[src/rtl/busarb_pkg.sv]
package busarb_pkg;

  typedef enum logic [1:0] {
    ARB_IDLE  = 2'd0,
    ARB_DEFER = 2'd1,
    ARB_GRANT = 2'd2,
    ARB_OWNED = 2'd3
  } arb_state_e;

  // Next state from synchronized request r, effective acknowledge a and window flag w
  function automatic arb_state_e arb_next(arb_state_e st, logic r, logic a, logic w);
    arb_state_e nx;
    nx = st;
    case (st)
      ARB_IDLE:  if (r) nx = w ? ARB_DEFER : ARB_GRANT;
      ARB_DEFER: nx = r ? ARB_GRANT : ARB_IDLE;
      ARB_GRANT: begin
        if (a)       nx = ARB_OWNED;
        else if (!r) nx = ARB_IDLE;
      end
      ARB_OWNED: if (!a) nx = r ? ARB_GRANT : ARB_IDLE;
      default:   nx = ARB_IDLE;
    endcase
    return nx;
  endfunction

  function automatic logic arb_grants(arb_state_e st);
    return st == ARB_GRANT;
  endfunction

  function automatic logic arb_floats(arb_state_e st);
    return (st == ARB_GRANT) || (st == ARB_OWNED);
  endfunction

  // Window: close wins over open
  function automatic logic win_next(logic cur, logic open_ev, logic close_ev);
    if (close_ev) return 1'b0;
    if (open_ev)  return 1'b1;
    return cur;
  endfunction

endpackage

[src/rtl/busarb_sync.sv]
module busarb_sync #(
  parameter int STAGES = 2
) (
  input  logic clk,
  input  logic rst_n,
  input  logic d_async,
  output logic q_first,
  output logic q_sync
);
  logic [STAGES-1:0] chain;

  generate
    if (STAGES == 1) begin : g_one
      always_ff @(posedge clk or negedge rst_n)
        if (!rst_n) chain <= '0;
        else        chain <= d_async;
    end else begin : g_multi
      always_ff @(posedge clk or negedge rst_n)
        if (!rst_n) chain <= '0;
        else        chain <= {chain[STAGES-2:0], d_async};
    end
  endgenerate

  assign q_first = chain[0];
  assign q_sync  = chain[STAGES-1];
endmodule

[src/rtl/busarb_phase.sv]
module busarb_phase (
  input  logic clk,
  input  logic rst_n,
  input  logic cyc_start,
  input  logic strobe_on,
  input  logic cyc_done,
  output logic window
);
  import busarb_pkg::*;

  always_ff @(posedge clk or negedge rst_n)
    if (!rst_n) window <= 1'b0;
    else        window <= win_next(window, cyc_start, strobe_on | cyc_done);
endmodule

[src/rtl/busarb_fsm.sv]
module busarb_fsm (
  input  logic clk,
  input  logic rst_n,
  input  logic req,
  input  logic ack,
  input  logic window,
  output logic grant,
  output logic float_ctl,
  output logic is_idle
);
  import busarb_pkg::*;

  arb_state_e state;

  always_ff @(posedge clk or negedge rst_n)
    if (!rst_n) state <= ARB_IDLE;
    else        state <= arb_next(state, req, ack, window);

  assign grant     = arb_grants(state);
  assign float_ctl = arb_floats(state);
  assign is_idle   = (state == ARB_IDLE);
endmodule

[src/rtl/busarb_ctrl.sv]
module busarb_ctrl #(
  parameter int SYNC_STAGES = 2
) (
  input  logic clk,
  input  logic rst_n,
  input  logic wire2_mode,
  input  logic bus_req_n,
  input  logic bus_ack_n,
  input  logic seq_cyc_start,
  input  logic seq_strobe_on,
  input  logic seq_cyc_done,
  output logic bus_grant_n,
  output logic bus_float,
  output logic seq_hold
);
  logic req_m, req_s, ack_m, ack_s, ack_eff;
  logic win_q, grant_int, float_int, st_idle;

  busarb_sync #(.STAGES(SYNC_STAGES)) u_req_sync (
    .clk(clk), .rst_n(rst_n), .d_async(~bus_req_n), .q_first(req_m), .q_sync(req_s));

  busarb_sync #(.STAGES(SYNC_STAGES)) u_ack_sync (
    .clk(clk), .rst_n(rst_n), .d_async(~bus_ack_n), .q_first(ack_m), .q_sync(ack_s));

  // two-wire mode masks the acknowledge off
  assign ack_eff = ack_s & ~wire2_mode;

  busarb_phase u_phase (
    .clk(clk), .rst_n(rst_n), .cyc_start(seq_cyc_start),
    .strobe_on(seq_strobe_on), .cyc_done(seq_cyc_done), .window(win_q));

  busarb_fsm u_fsm (
    .clk(clk), .rst_n(rst_n), .req(req_s), .ack(ack_eff), .window(win_q),
    .grant(grant_int), .float_ctl(float_int), .is_idle(st_idle));

  assign bus_grant_n = ~grant_int;
  assign bus_float   = float_int;
  assign seq_hold    = float_int;

  logic unused_ack_m;
  assign unused_ack_m = ack_m;
endmodule

[config.mk]
export PLATFORM = sky130hd
export DESIGN_NAME = busarb_ctrl
export DESIGN_NICKNAME = d
export VERILOG_FILES = /design/src/rtl/busarb_pkg.sv /design/src/rtl/busarb_sync.sv /design/src/rtl/busarb_phase.sv /design/src/rtl/busarb_fsm.sv /design/src/rtl/busarb_ctrl.sv
export SDC_FILE = /design/constraint.sdc
export NUM_CORES = 1
export LEC_CHECK = 0
export ABC_AREA = 1
export BUFFER_PORTS_ARGS = -buffer_cell sky130_fd_sc_hd__buf_2
export CAP_MARGIN = 20
export CORE_UTILIZATION = 25
export DETAILED_ROUTE_END_ITERATION = 10
export SLEW_MARGIN = 20
export SYNTH_ARGS = -nofsm -noshare
export SYNTH_HDL_FRONTEND = slang
export SYNTH_SLANG_ARGS = --single-unit
[constraint.sdc]
create_clock -name clk -period 1.2 [get_ports clk]
set_input_delay 0.18 -clock clk [delete_from_list [all_inputs] [get_ports clk]]
set_output_delay 0.18 -clock clk [all_outputs]
set_load 0.02 [all_outputs]
==> results of run 1 <==
-- power by group --
group | total (mW) | switching [mW] | internal (mW)
combinational | 0.464 | 0.260 | 0.204
clock | 0.203 | 0.0770 | 0.126
sequential | 0.296 | 0.0234 | 0.272
total | 0.963 | 0.360 | 0.603
-- state kept, by name, indices dropped and copies added (netlist names) --
| name | cells |
|---|---|
| u_ack_sync.chain | 2 |
| u_fsm.state | 2 |
| u_req_sync.chain | 2 |
| u_phase.window | 1 |
-- final cells by class --
cell class / count / area share [%]
flip-flops and latches: 7 / 37.94
well taps: 14 / 3.794
inverters: 10 / 8.130
repair buffers: 14 / 19.24
clock buffers: 4 / 5.691
multi-input cells: 26 / 25.20
-- cell families (layout without fill, tap and decap cells) --
logic type             count (synthesis)  count (layout)  synth area share, %
buffers and inverters                 12              28                14.45
flip-flops                             7               7                51.85
AND/OR/NAND/NOR                       26              26                33.70
-- layer usage --
metal / up-vias / wire length (µm)
li1: 160 / -
met1: 131 / 263
met2: 10 / 315
met3: 2 / 21
met4: 0 / 6
met5: - / 0
-- per-stage QoR --
stage               instances  utilization [%]
finish                     75            38.92
global route               75            38.92
CTS                        74            37.55
detailed placement         67            33.23
global placement           67            33.23
floorplan                  45                -
-- cell usage in the layout (no fill, tap or decap) --
cell type,instances
nand2_2,1
nand3_1,4
nor3_1,1
buf_6,1
nand2_1,14
dfrtp_1,7
dlygate4sd3_1,1
nor2_2,4
buf_4,3
nor2_1,2
inv_1,10
clkbuf_4,3
buf_2,9
clkbuf_1,1
-- worst max-delay path, stage by stage (launching register included) --
cell and delay (ps):
dfrtp_1 350, inv_1 50, nor2_2 130, inv_1 60
buf_6 120
-- worst paths after layout --
kind | end | cells after the start | slack, ps
worst min register to register | u_ack_sync.chain[1]$_DFF_PN0_ | 0 | 350
max in group asynchronous | u_req_sync.chain[1]$_DFF_PN0_ | 2 | 760
min in group asynchronous | u_fsm.state[0]$_DFFE_PN0P_ | 2 | 290
worst min-delay path | u_ack_sync.chain[0]$_DFF_PN0_ | 2 | 70
worst max-delay path | bus_grant_n | 4 | 60
worst max register to register | u_fsm.state[1]$_DFFE_PN0P_ | 7 | 90
-- repair_timing --
action	in CTS	in global routing
pin swaps	0	1
hold endpoints to repair	7	0
gates resized for setup	0	3
setup endpoints to repair	1	3
hold buffers	1	0
cloned	0	0
buffers inserted	2	1
==> impl_summary.log, run 1 <==
INFO  metric setup_violations = 0
INFO  metric layout_worst_path_cycle_share = a little over nine tenths
INFO  metric period_minus_slack = ~1100 ps
INFO  metric setup_ws = 60.98 ps
INFO  metric fraction_of_met2_tracks_used_by_global_routing = 17.50%
INFO  metric drt_wl_total = around 600 µm
INFO  metric nets = 70
INFO  metric outcome = finished clean
INFO  metric detailedPlace.worstSlack = 130.8 ps
INFO  metric final_hold_violation_count = 0
INFO  metric main_area_contributors_after_synthesis = dfrtp_1 (52%), nand2_1 (16%), inv_1 (11%)
INFO  metric worst-slew-pin-transition = approximately 150 ps
INFO  metric gr-max-usage-layer = met2
INFO  metric first_pass_grt_wire_length = 1.035 mm
INFO  metric clkSinkCount = 7
INFO  metric report.power.total = 963.2 µW
INFO  metric synth.yosys.seq_area_share = about 52%
INFO  metric final-seq-area = 175.2 µm²
INFO  metric groute.layer.met1.usage = between 10 and 15%
INFO  metric detail_route.wl_per_cell = 8.080 µm
INFO  metric drtAntennaViolNets = 0
INFO  metric asyncSetResetFlopFracSynth = 100.0%
INFO  metric fill_cells = 135
INFO  metric worst_clock_skew = 1.886 ps
INFO  metric number_of_slew_limit_violations_in_the_final_report = 0
INFO  metric cts.root.buffer_cell = clkbuf_4
INFO  metric total_i_o_pin_count = 11
INFO  metric synth_largest_area_cell = dfrtp_1
INFO  metric grt_usage = between 10% and 20%
INFO  metric max-clock-path-buffers = 2
INFO  metric vdd_drop_max = roughly 0.0006 V
INFO  metric fmaxAchievable = 877.9 MHz
INFO  metric post_synth.cell_area_avg = 7.507 µm²
INFO  metric syn2layout_area_growth = 36.67%
INFO  metric worst_relative_slew_slack = roughly nine tenths
INFO  metric ys_ff_latch = 7
INFO  metric multi_input_comb_area = 116.4 µm²
INFO  metric placement_rows = 12
INFO  metric final.setup.tns = 0 ps
INFO  metric grt_start_max_net_pins = 8
INFO  metric detailedRoute.firstIterationViolations = 2
INFO  metric placed_cell_area = between 300 and 400 µm²
INFO  metric fp.dieW = 38.76 µm
INFO  metric critical_path_arrival = 960 ps
INFO  metric critPathLaunch = u_fsm.state[1]$_DFFE_PN0P_
INFO  metric gp_congestion = 0.6503
INFO  metric worstReg2RegStart = u_fsm.state[0]$_DFFE_PN0P_
INFO  metric worst_skew_pair.late_latency = 240 ps
INFO  metric synthMostInstantiatedCell = nand2_1
INFO  metric initial_utilization = 28.48%
INFO  metric power_density = 2086 nW/µm²
INFO  metric yosysTopAreaCellShare = 51.85%
INFO  metric antenna_found_initial = 0
INFO  metric p_leak = 0.2753 nW
INFO  metric cap_violations = 0
INFO  metric worstSetupEndpointType = output port
INFO  metric clkSlewWorstSetupHoldPaths = roughly 50 ps
INFO  metric timing_worst_setup_path_type = flop to output port
INFO  metric port-buffer-count = 10
INFO  metric yosys_warnings = 0
INFO  metric die_h = 38.76 µm
INFO  metric worst_hold_path_type = input pin to flop
INFO  metric synth.cell_area = 337.8 µm²
INFO  metric dp_hpwl = 421 µm
INFO  metric per_cell_via_count_in_the_routed_design = 4.040
INFO  metric cts_tree = built
INFO  metric final_cell_area = 461.7 µm²
INFO  metric required = 1020 ps
INFO  metric tritoncts.num_buffers = 3
INFO  metric proportion_of_layout_cells_with_a_drive_suffix_above_1 = around 34%
INFO  metric use_met3 = 1.734%
INFO  metric hold_ws = 72.85 ps
INFO  metric synth_cells = 45
INFO  metric drt_drc_violations_left = 0
INFO  metric worstSetupStartpointType = flop
INFO  metric number_of_flops_mapped_to_enable_cells_by_yosys = 0
INFO  metric dr_total_vias = between 300 and 400
INFO  metric floorplan.core_area = 1186 µm²
INFO  metric htreeDepth = 1
INFO  metric vias_in_the_first_global_route = 282
INFO  metric timing.critical_path.fanout_max = 3
INFO  metric grt_overflow = 0
INFO  metric netlist_top_cells_count = nand2_1 (14), inv_1 (10), dfrtp_1 (7)
INFO  metric post_synth_num_cell_types = 10
INFO  metric fp.dieArea = around 1500 µm²
INFO  metric count_of_tritonroute_iterations_in_the_first_routing_pass = 3
INFO  metric mappedNetlistNets = between 50 and 60
INFO  metric num_antenna_cells = 0
INFO  metric synth_flop_cell = dfrtp_1
INFO  metric hold_path_startpoint = bus_ack_n
INFO  metric rsz0062_at_grt = true
No activity file was read; power rests on OpenSTA's default activity.
==> run 2: changes to the inputs <==
--- a/config.mk
+++ b/config.mk
@@ -8,8 +8,9 @@
 export ABC_AREA = 1
 export BUFFER_PORTS_ARGS = -buffer_cell sky130_fd_sc_hd__buf_2
 export CAP_MARGIN = 20
-export CORE_UTILIZATION = 25
+export CORE_AREA = 2 2 39 41
 export DETAILED_ROUTE_END_ITERATION = 10
+export DIE_AREA = 0 0 41 43
 export SLEW_MARGIN = 20
 export SYNTH_ARGS = -nofsm -noshare
 export SYNTH_HDL_FRONTEND = slang
==> impl_summary.log, run 2 (synthesis results as in run 1) <==
INFO  metric detailedPlace.worstSlack = 131.4 ps (was 130.8 ps)
INFO  metric num_antenna_cells = 0 (unchanged)
INFO  metric hold-path-endpoint = u_req_sync.chain[0]$_DFF_PN0_ (was u_ack_sync.chain[0]$_DFF_PN0_)
INFO  metric drt_wl_total = 580 µm (was 606 µm)
INFO  metric setup_violations = 0 (unchanged)
INFO  metric critPathSlowestCell = dfrtp_2 (was dfrtp_1)
INFO  metric clkSinkCount = 7 (unchanged)
INFO  metric clkSlewWorstSetupHoldPaths = 50 ps (about the same)
INFO  metric layout_top_registers = u_ack_sync.chain (2), u_fsm.state (2), u_req_sync.chain (2) (unchanged)
INFO  metric detailedRoute.firstIterationViolations = 0 (was 2)
INFO  metric vias_in_the_first_global_route = 272 (was 282)
INFO  metric tritoncts.num_buffers = 3 (unchanged)
INFO  metric place.detailed.instances = 69 (was 67)
INFO  metric worstSetupStartpointType = flop (unchanged)
INFO  metric dr_total_vias = 299 (was 303)
INFO  metric clock_power_share = 21.0% (was 21.1%)
INFO  metric hold_path_startpoint = bus_req_n (was bus_ack_n)
INFO  metric period_minus_slack = 1151 ps (was 1139 ps)
INFO  metric timing.critical_path.fanout_max = 5 (was 3)
INFO  metric fp.dieArea = 1763 µm² (was 1502 µm²)
INFO  metric crit_chain = nor2_4 > inv_2 > buf_6 (was inv_1 > nor2_2 > inv_1 > buf_6)
INFO  metric timing_worst_setup_path_type = flop to output port (unchanged)
INFO  metric worst_skew_pair.late_latency = 240 ps (about the same)
INFO  metric final_cell_area = 462.9 µm² (was 461.7 µm²)
INFO  metric worst_hold_path_type = input pin to flop (unchanged)
INFO  metric nets = 69 (was 70)
INFO  metric per_cell_via_count_in_the_routed_design = 3.934 (was 4.040)
INFO  metric layout.cells.most_common_list = nand2_1 (14), inv_1 (9), buf_2 (9) (was nand2_1 (14), inv_1 (10), buf_2 (9))
INFO  metric gp_congestion = 0.7066 (was 0.6503)
INFO  metric outcome = finished clean (unchanged)
INFO  metric crit_family = flip-flops (unchanged)
INFO  metric die_h = 43 µm (was 38.76 µm)
INFO  metric internal_power = 599.2 µW (was 603.0 µW)
INFO  metric total_i_o_pin_count = 11 (unchanged)
INFO  metric setup_ws = 48.72 ps (was 60.98 ps)
INFO  metric power_density = 2083 nW/µm² (was 2086 nW/µm²)
INFO  metric grt_usage = 9.036% (was 10.91%)
INFO  metric vdd_drop_max = 0.0006409 V (was 0.0005935 V)
INFO  metric syn2layout_area_growth = 37.04% (was 36.67%)
INFO  metric critical_path_arrival = 970 ps (was 960 ps)
INFO  metric fin_cells = 76 (was 75)
INFO  metric required = 1020 ps (about the same)
INFO  metric drtAntennaViolNets = 0 (unchanged)
INFO  metric p_leak = 0.2694 nW (was 0.2753 nW)
INFO  metric rsz0062_at_grt = true (unchanged)
INFO  metric proportion_of_layout_cells_with_a_drive_suffix_above_1 = 36.67% (was 34.43%)
INFO  metric r2r_end = u_fsm.state[0]$_DFFE_PN0P_ (was u_fsm.state[1]$_DFFE_PN0P_)
INFO  metric fmaxAchievable = 868.6 MHz (was 877.9 MHz)
INFO  metric fill_cells = 153 (was 135)
INFO  metric final-seq-area = 176.4 µm² (was 175.2 µm²)
INFO  metric p_sw = 364.9 µW (was 360.2 µW)
INFO  metric layout_worst_path_cycle_share = 95.94% (was 94.92%)
INFO  metric worst-slew-pin-transition = 150.6 ps (was 154.2 ps)
INFO  metric number_of_slew_limit_violations_in_the_final_report = 0 (unchanged)
INFO  metric initial_utilization = 24.41% (was 28.48%)
INFO  metric placement_rows = 14 (was 12)
INFO  metric worstReg2RegStart = u_fsm.state[1]$_DFFE_PN0P_ (was u_fsm.state[0]$_DFFE_PN0P_)
INFO  metric p_comb_share = 47.4% (was 48.2%)
INFO  metric worst_r2r_path_depth = 7 (unchanged)
INFO  metric worst-r2r-setup-slack = 110 ps (was 90 ps)
INFO  metric fin_util = 33.45% (was 38.92%)
INFO  metric netSwitchingFraction = 37.85% (was 37.40%)
INFO  metric first_pass_grt_wire_length = 979 µm (was 1.035 mm)
INFO  metric worstSetupEndpointType = output port (unchanged)
INFO  metric sequentialPowerShare = 31.6% (was 30.7%)
INFO  metric fp.dieW = 41 µm (was 38.76 µm)
INFO  metric cts.root.buffer_cell = clkbuf_4 (unchanged)
INFO  metric critPathMaxStageDelay = 440 ps (was 350 ps)
INFO  metric htreeDepth = 1 (unchanged)
INFO  metric grt_overflow = 0 (unchanged)
INFO  metric dp_hpwl = 485.3 µm (was 421 µm)
INFO  metric final_hold_violation_count = 0 (unchanged)
INFO  metric max-clock-path-buffers = 2 (unchanged)
INFO  metric port-buffer-count = 10 (unchanged)
INFO  metric worst_clock_skew = 1.108 ps (was 1.886 ps)
INFO  metric multi_input_comb_area = 121.4 µm² (was 116.4 µm²)
INFO  metric grt_start_max_net_pins = 8 (unchanged)
INFO  metric antenna_found_initial = 0 (unchanged)
INFO  metric worstHoldPathCells = 2 (unchanged)
INFO  metric drt_drc_violations_left = 0 (unchanged)
INFO  metric placed_cell_area = 396.6 µm² (was 394.1 µm²)
INFO  metric floorplan.core_area = 1384 µm² (was 1186 µm²)
INFO  metric detail_route.wl_per_cell = 7.632 µm (was 8.080 µm)
INFO  metric worstPathBufferInverterCount = 2 (was 3)
INFO  metric critPathLaunch = u_fsm.state[0]$_DFFE_PN0P_ (was u_fsm.state[1]$_DFFE_PN0P_)
INFO  metric cts_tree = built (unchanged)
INFO  metric worst_relative_slew_slack = 89.96% (was 89.72%)
INFO  metric final_common_cell = nand2_1 (unchanged)
INFO  metric count_of_tritonroute_iterations_in_the_first_routing_pass = 1 (was 3)
INFO  metric cap_violations = 0 (unchanged)
run 2: area by class of cell:
type	instances	share of cell area (%)
Clock buffer	4	5.676
Sequential cell	7	38.11
Multi-Input combinational cell	26	26.22
Inverter	10	8.108
Tap cell	16	4.324
Timing Repair Buffer	13	17.57
run 2: timing repair:
item	4_1_cts	5_1_grt
hold buffers	1	0
endpoints found under the hold margin	7	0
buffers inserted	2	0
gates resized for setup	0	6
setup endpoints to repair	1	3
pin swaps	1	1
run 2: power by group through the flow:
stage,Sequential (mW),Combinational (mW),Clock (mW)
final,0.305,0.457,0.202
after global routing,0.312,0.510,0.231
after detailed placement,0.319,0.342,0
after global placement,0.315,0.335,0
after CTS,0.299,0.416,0.218
after floorplan,0.309,0.279,0
run 2: layer usage:
metal,wire (µm),GRT usage [%],up-vias
met5,0,0,-
met2,339,13.75,8
li1,-,-,157
met4,0,10.00,0
met1,212,8.000,134
met3,29,3.141,0
run 2: worst max path at each step:
stage / slack [ps] / depth (start not counted) / end
finish: 50 / 3 / bus_grant_n
global placement: 160 / 6 / u_fsm.state[0]$_DFFE_PN0P_
detailed placement: 130 / 6 / u_fsm.state[1]$_DFFE_PN0P_
CTS: 20 / 3 / bus_grant_n
global route: -5 / 3 / bus_grant_n
floorplan: 190 / 2 / seq_hold
run 2: through the flow:
| stage | TNS (ps) | power (mW) | hold slack (ps) |
|---|---|---|---|
| 2_1_floorplan | 0 | 0.5879 | -115.6 |
| 3_3_place_gp | 0 | 0.6498 | 17.10 |
| 3_5_place_dp | 0 | 0.6612 | 17.26 |
| 4_1_cts | 0 | 0.9332 | 60.01 |
| 5_1_grt | -5.070 | 1.053 | 54.19 |
| 6_report | 0 | 0.9642 | 71.99 |
==> run 3: changes to the inputs <==
--- a/config.mk
+++ b/config.mk
@@ -9,9 +9,11 @@
 export BUFFER_PORTS_ARGS = -buffer_cell sky130_fd_sc_hd__buf_2
 export CAP_MARGIN = 20
 export CORE_AREA = 2 2 39 41
+export CTS_BUF_LIST = sky130_fd_sc_hd__clkbuf_4
 export DETAILED_ROUTE_END_ITERATION = 10
 export DIE_AREA = 0 0 41 43
 export SLEW_MARGIN = 20
 export SYNTH_ARGS = -nofsm -noshare
 export SYNTH_HDL_FRONTEND = slang
 export SYNTH_SLANG_ARGS = --single-unit
+export TNS_END_PERCENT = 10
==> impl_summary.log, run 3 (synthesis results as in run 1) <==
INFO  metric outcome = finished clean (unchanged)
INFO  metric setup_violations = 0 (unchanged)
INFO  metric cts.root.buffer_cell = clkbuf_4 (unchanged)
INFO  metric worstPathBufferInverterCount = 2 (unchanged)
INFO  metric crit_family = flip-flops (unchanged)
INFO  metric max-clock-path-buffers = 2 (unchanged)
INFO  metric per_cell_via_count_in_the_routed_design = 3.934 (unchanged)
INFO  metric critical_path_depth = 3 (unchanged)
INFO  metric clkSlewWorstSetupHoldPaths = 50 ps (about the same)
INFO  metric worstHoldPathCells = 2 (unchanged)
INFO  metric final_hold_violation_count = 0 (unchanged)
INFO  metric critical_path_arrival = 980 ps (was 970 ps)
INFO  metric fin_cells = 76 (unchanged)
INFO  metric worst_skew_pair.late_latency = 240 ps (about the same)
INFO  metric clkSinkCount = 7 (unchanged)
INFO  metric fmaxAchievable = 860.2 MHz (was 868.6 MHz)
INFO  metric placement_rows = 14 (unchanged)
INFO  metric nets = 69 (unchanged)
INFO  metric dr_total_vias = 299 (unchanged)
INFO  metric vdd_drop_max = 0.0006534 V (was 0.0006409 V)
INFO  metric worstSetupStartpointType = flop (unchanged)
INFO  metric layout_worst_path_cycle_share = 96.88% (was 95.94%)
INFO  metric drt_drc_violations_left = 0 (unchanged)
INFO  metric drtAntennaViolNets = 0 (unchanged)
INFO  metric worstSetupEndpointType = output port (unchanged)
INFO  metric num_antenna_cells = 0 (unchanged)
INFO  metric required = 1020 ps (about the same)
INFO  metric netSwitchingFraction = 36.99% (was 37.85%)
INFO  metric critPathSlowestCell = dfrtp_2 (unchanged)
INFO  metric final_common_cell = nand2_1 (unchanged)
INFO  metric drt_wl_total = 586 µm (was 580 µm)
INFO  metric rsz0062_at_grt = true (unchanged)
INFO  metric setup.worst_path.end = bus_grant_n (unchanged)
INFO  metric first_pass_grt_wire_length = 979 µm (unchanged)
INFO  metric internal_power = 594.5 µW (was 599.2 µW)
INFO  metric critPathMaxStageDelay = 430 ps (was 440 ps)
INFO  metric place.detailed.instances = 69 (unchanged)
INFO  metric syn2layout_area_growth = 34.81% (was 37.04%)
INFO  metric layout.cells.most_common_list = nand2_1 (14), inv_1 (10), buf_2 (10) (was nand2_1 (14), inv_1 (9), buf_2 (9))
INFO  metric detailedRoute.firstIterationViolations = 2 (was 0)
INFO  metric detail_route.wl_per_cell = 7.711 µm (was 7.632 µm)
INFO  metric initial_utilization = 24.41% (unchanged)
INFO  metric clock_power_share = 24.0% (was 21.0%)
INFO  metric worst-r2r-setup-slack = 110 ps (about the same)
INFO  metric p_sw = 349.1 µW (was 364.9 µW)
INFO  metric fp.dieArea = 1763 µm² (unchanged)
INFO  metric worst_r2r_path_depth = 7 (unchanged)
INFO  metric dp_hpwl = 485.3 µm (unchanged)
INFO  metric worstReg2RegStart = u_fsm.state[1]$_DFFE_PN0P_ (unchanged)
INFO  metric number_of_slew_limit_violations_in_the_final_report = 0 (unchanged)
INFO  metric gp_congestion = 0.7066 (unchanged)
INFO  metric worst_clock_skew = 1.511 ps (was 1.108 ps)
INFO  metric layout_top_registers = u_ack_sync.chain (2), u_fsm.state (2), u_req_sync.chain (2) (unchanged)
INFO  metric report.power.total = 943.5 µW (was 964.2 µW)
INFO  metric tritoncts.num_buffers = 3 (unchanged)
INFO  metric p_leak = 0.2694 nW (about the same)
INFO  metric crit_chain = nor2_2 > inv_1 > buf_2 (was nor2_4 > inv_2 > buf_6)
INFO  metric total_i_o_pin_count = 11 (unchanged)
INFO  metric htreeDepth = 1 (unchanged)
INFO  metric critPathLaunch = u_fsm.state[0]$_DFFE_PN0P_ (unchanged)
INFO  metric floorplan.core_area = 1384 µm² (unchanged)
INFO  metric timing_worst_setup_path_type = flop to output port (unchanged)
INFO  metric antenna_found_initial = 0 (unchanged)
INFO  metric worst-slew-pin-transition = 149.7 ps (was 150.6 ps)
INFO  metric grt_start_max_net_pins = 8 (unchanged)
INFO  metric fp.dieW = 41 µm (unchanged)
INFO  metric power_density = 2072 nW/µm² (was 2083 nW/µm²)
INFO  metric sequentialPowerShare = 32.0% (was 31.6%)
INFO  metric cap_violations = 0 (unchanged)
INFO  metric count_of_tritonroute_iterations_in_the_first_routing_pass = 2 (was 1)
INFO  metric r2r_end = u_fsm.state[0]$_DFFE_PN0P_ (unchanged)
INFO  metric timing.critical_path.fanout_max = 5 (unchanged)
INFO  metric grt_overflow = 0 (unchanged)
INFO  metric fin_util = 32.91% (was 33.45%)
INFO  metric worst_relative_slew_slack = 90.02% (was 89.96%)
INFO  metric p_comb_share = 44.1% (was 47.4%)
INFO  metric port-buffer-count = 10 (unchanged)
INFO  metric die_h = 43 µm (unchanged)
INFO  metric cts_tree = built (unchanged)
INFO  metric period_minus_slack = 1163 ps (was 1151 ps)
INFO  metric grt_usage = 9.036% (unchanged)
INFO  metric proportion_of_layout_cells_with_a_drive_suffix_above_1 = 36.67% (unchanged)
INFO  metric worst_hold_path_type = input pin to flop (unchanged)
INFO  metric vias_in_the_first_global_route = 272 (unchanged)
-- run 3: through the flow --
| step | setup TNS (ps) | instance area, µm² | hold WS, ps | setup WS, ps |
|---|---|---|---|---|
| global placement | 0 | 396.6 | 17.10 | 159.8 |
| CTS | 0 | 451.7 | 57.51 | 12.63 |
| finish | 0 | 455.4 | 71.02 | 37.47 |
| floorplan | 0 | 337.8 | -115.6 | 187.2 |
| detailed placement | 0 | 396.6 | 17.26 | 131.4 |
| global route | -33.24 | 455.4 | 54.38 | -33.24 |
-- run 3: power by group through the flow --
| stage | Combinational (mW) | Clock (mW) | Sequential [mW] |
|---|---|---|---|
| after CTS | 0.416 | 0.243 | 0.299 |
| after floorplan | 0.279 | 0 | 0.309 |
| after global placement | 0.335 | 0 | 0.315 |
| final | 0.416 | 0.226 | 0.302 |
| after global routing | 0.469 | 0.254 | 0.309 |
| after detailed placement | 0.342 | 0 | 0.319 |
-- run 3: worst min path at each step --
stage | to | startpoint
after floorplan | u_ack_sync.chain[0]$_DFF_PN0_ | rst_n
after global placement | u_fsm.state[0]$_DFFE_PN0P_ | rst_n
after detailed placement | u_fsm.state[0]$_DFFE_PN0P_ | rst_n
after CTS | u_req_sync.chain[0]$_DFF_PN0_ | bus_req_n
after global routing | u_req_sync.chain[0]$_DFF_PN0_ | bus_req_n
final | u_req_sync.chain[0]$_DFF_PN0_ | bus_req_n
-- run 3: area by class of cell --
type | instances | area [µm²]
clock buffer | 4 | 30.03
fill | 154 | 928.4
inverter | 10 | 37.54
multi-input combinational | 26 | 116.4
sequential | 7 | 176.4
tap | 16 | 20.02
timing repair buffer | 13 | 75.07
-- run 3: repair_timing --
action | 4_1_cts | 5_1_grt
hold endpoints to repair | 7 | 0
resized for setup | 0 | 2
pin swaps | 1 | 0
hold buffers | 1 | 0
endpoints found under the setup margin | 1 | 3
setup buffers | 2 | 0
-- run 3: layer usage --
metal | share of wire [%] | global-route usage [%] | vias up | routed length (µm)
met2 | 58 | 13.75 | 8 | 342
met5 | 0 | 0 | - | 0
met1 | 36 | 8.000 | 134 | 213
met4 | 0 | 10.00 | 0 | 0
li1 | - | - | 157 | -
met3 | 4.9 | 3.141 | 0 | 29
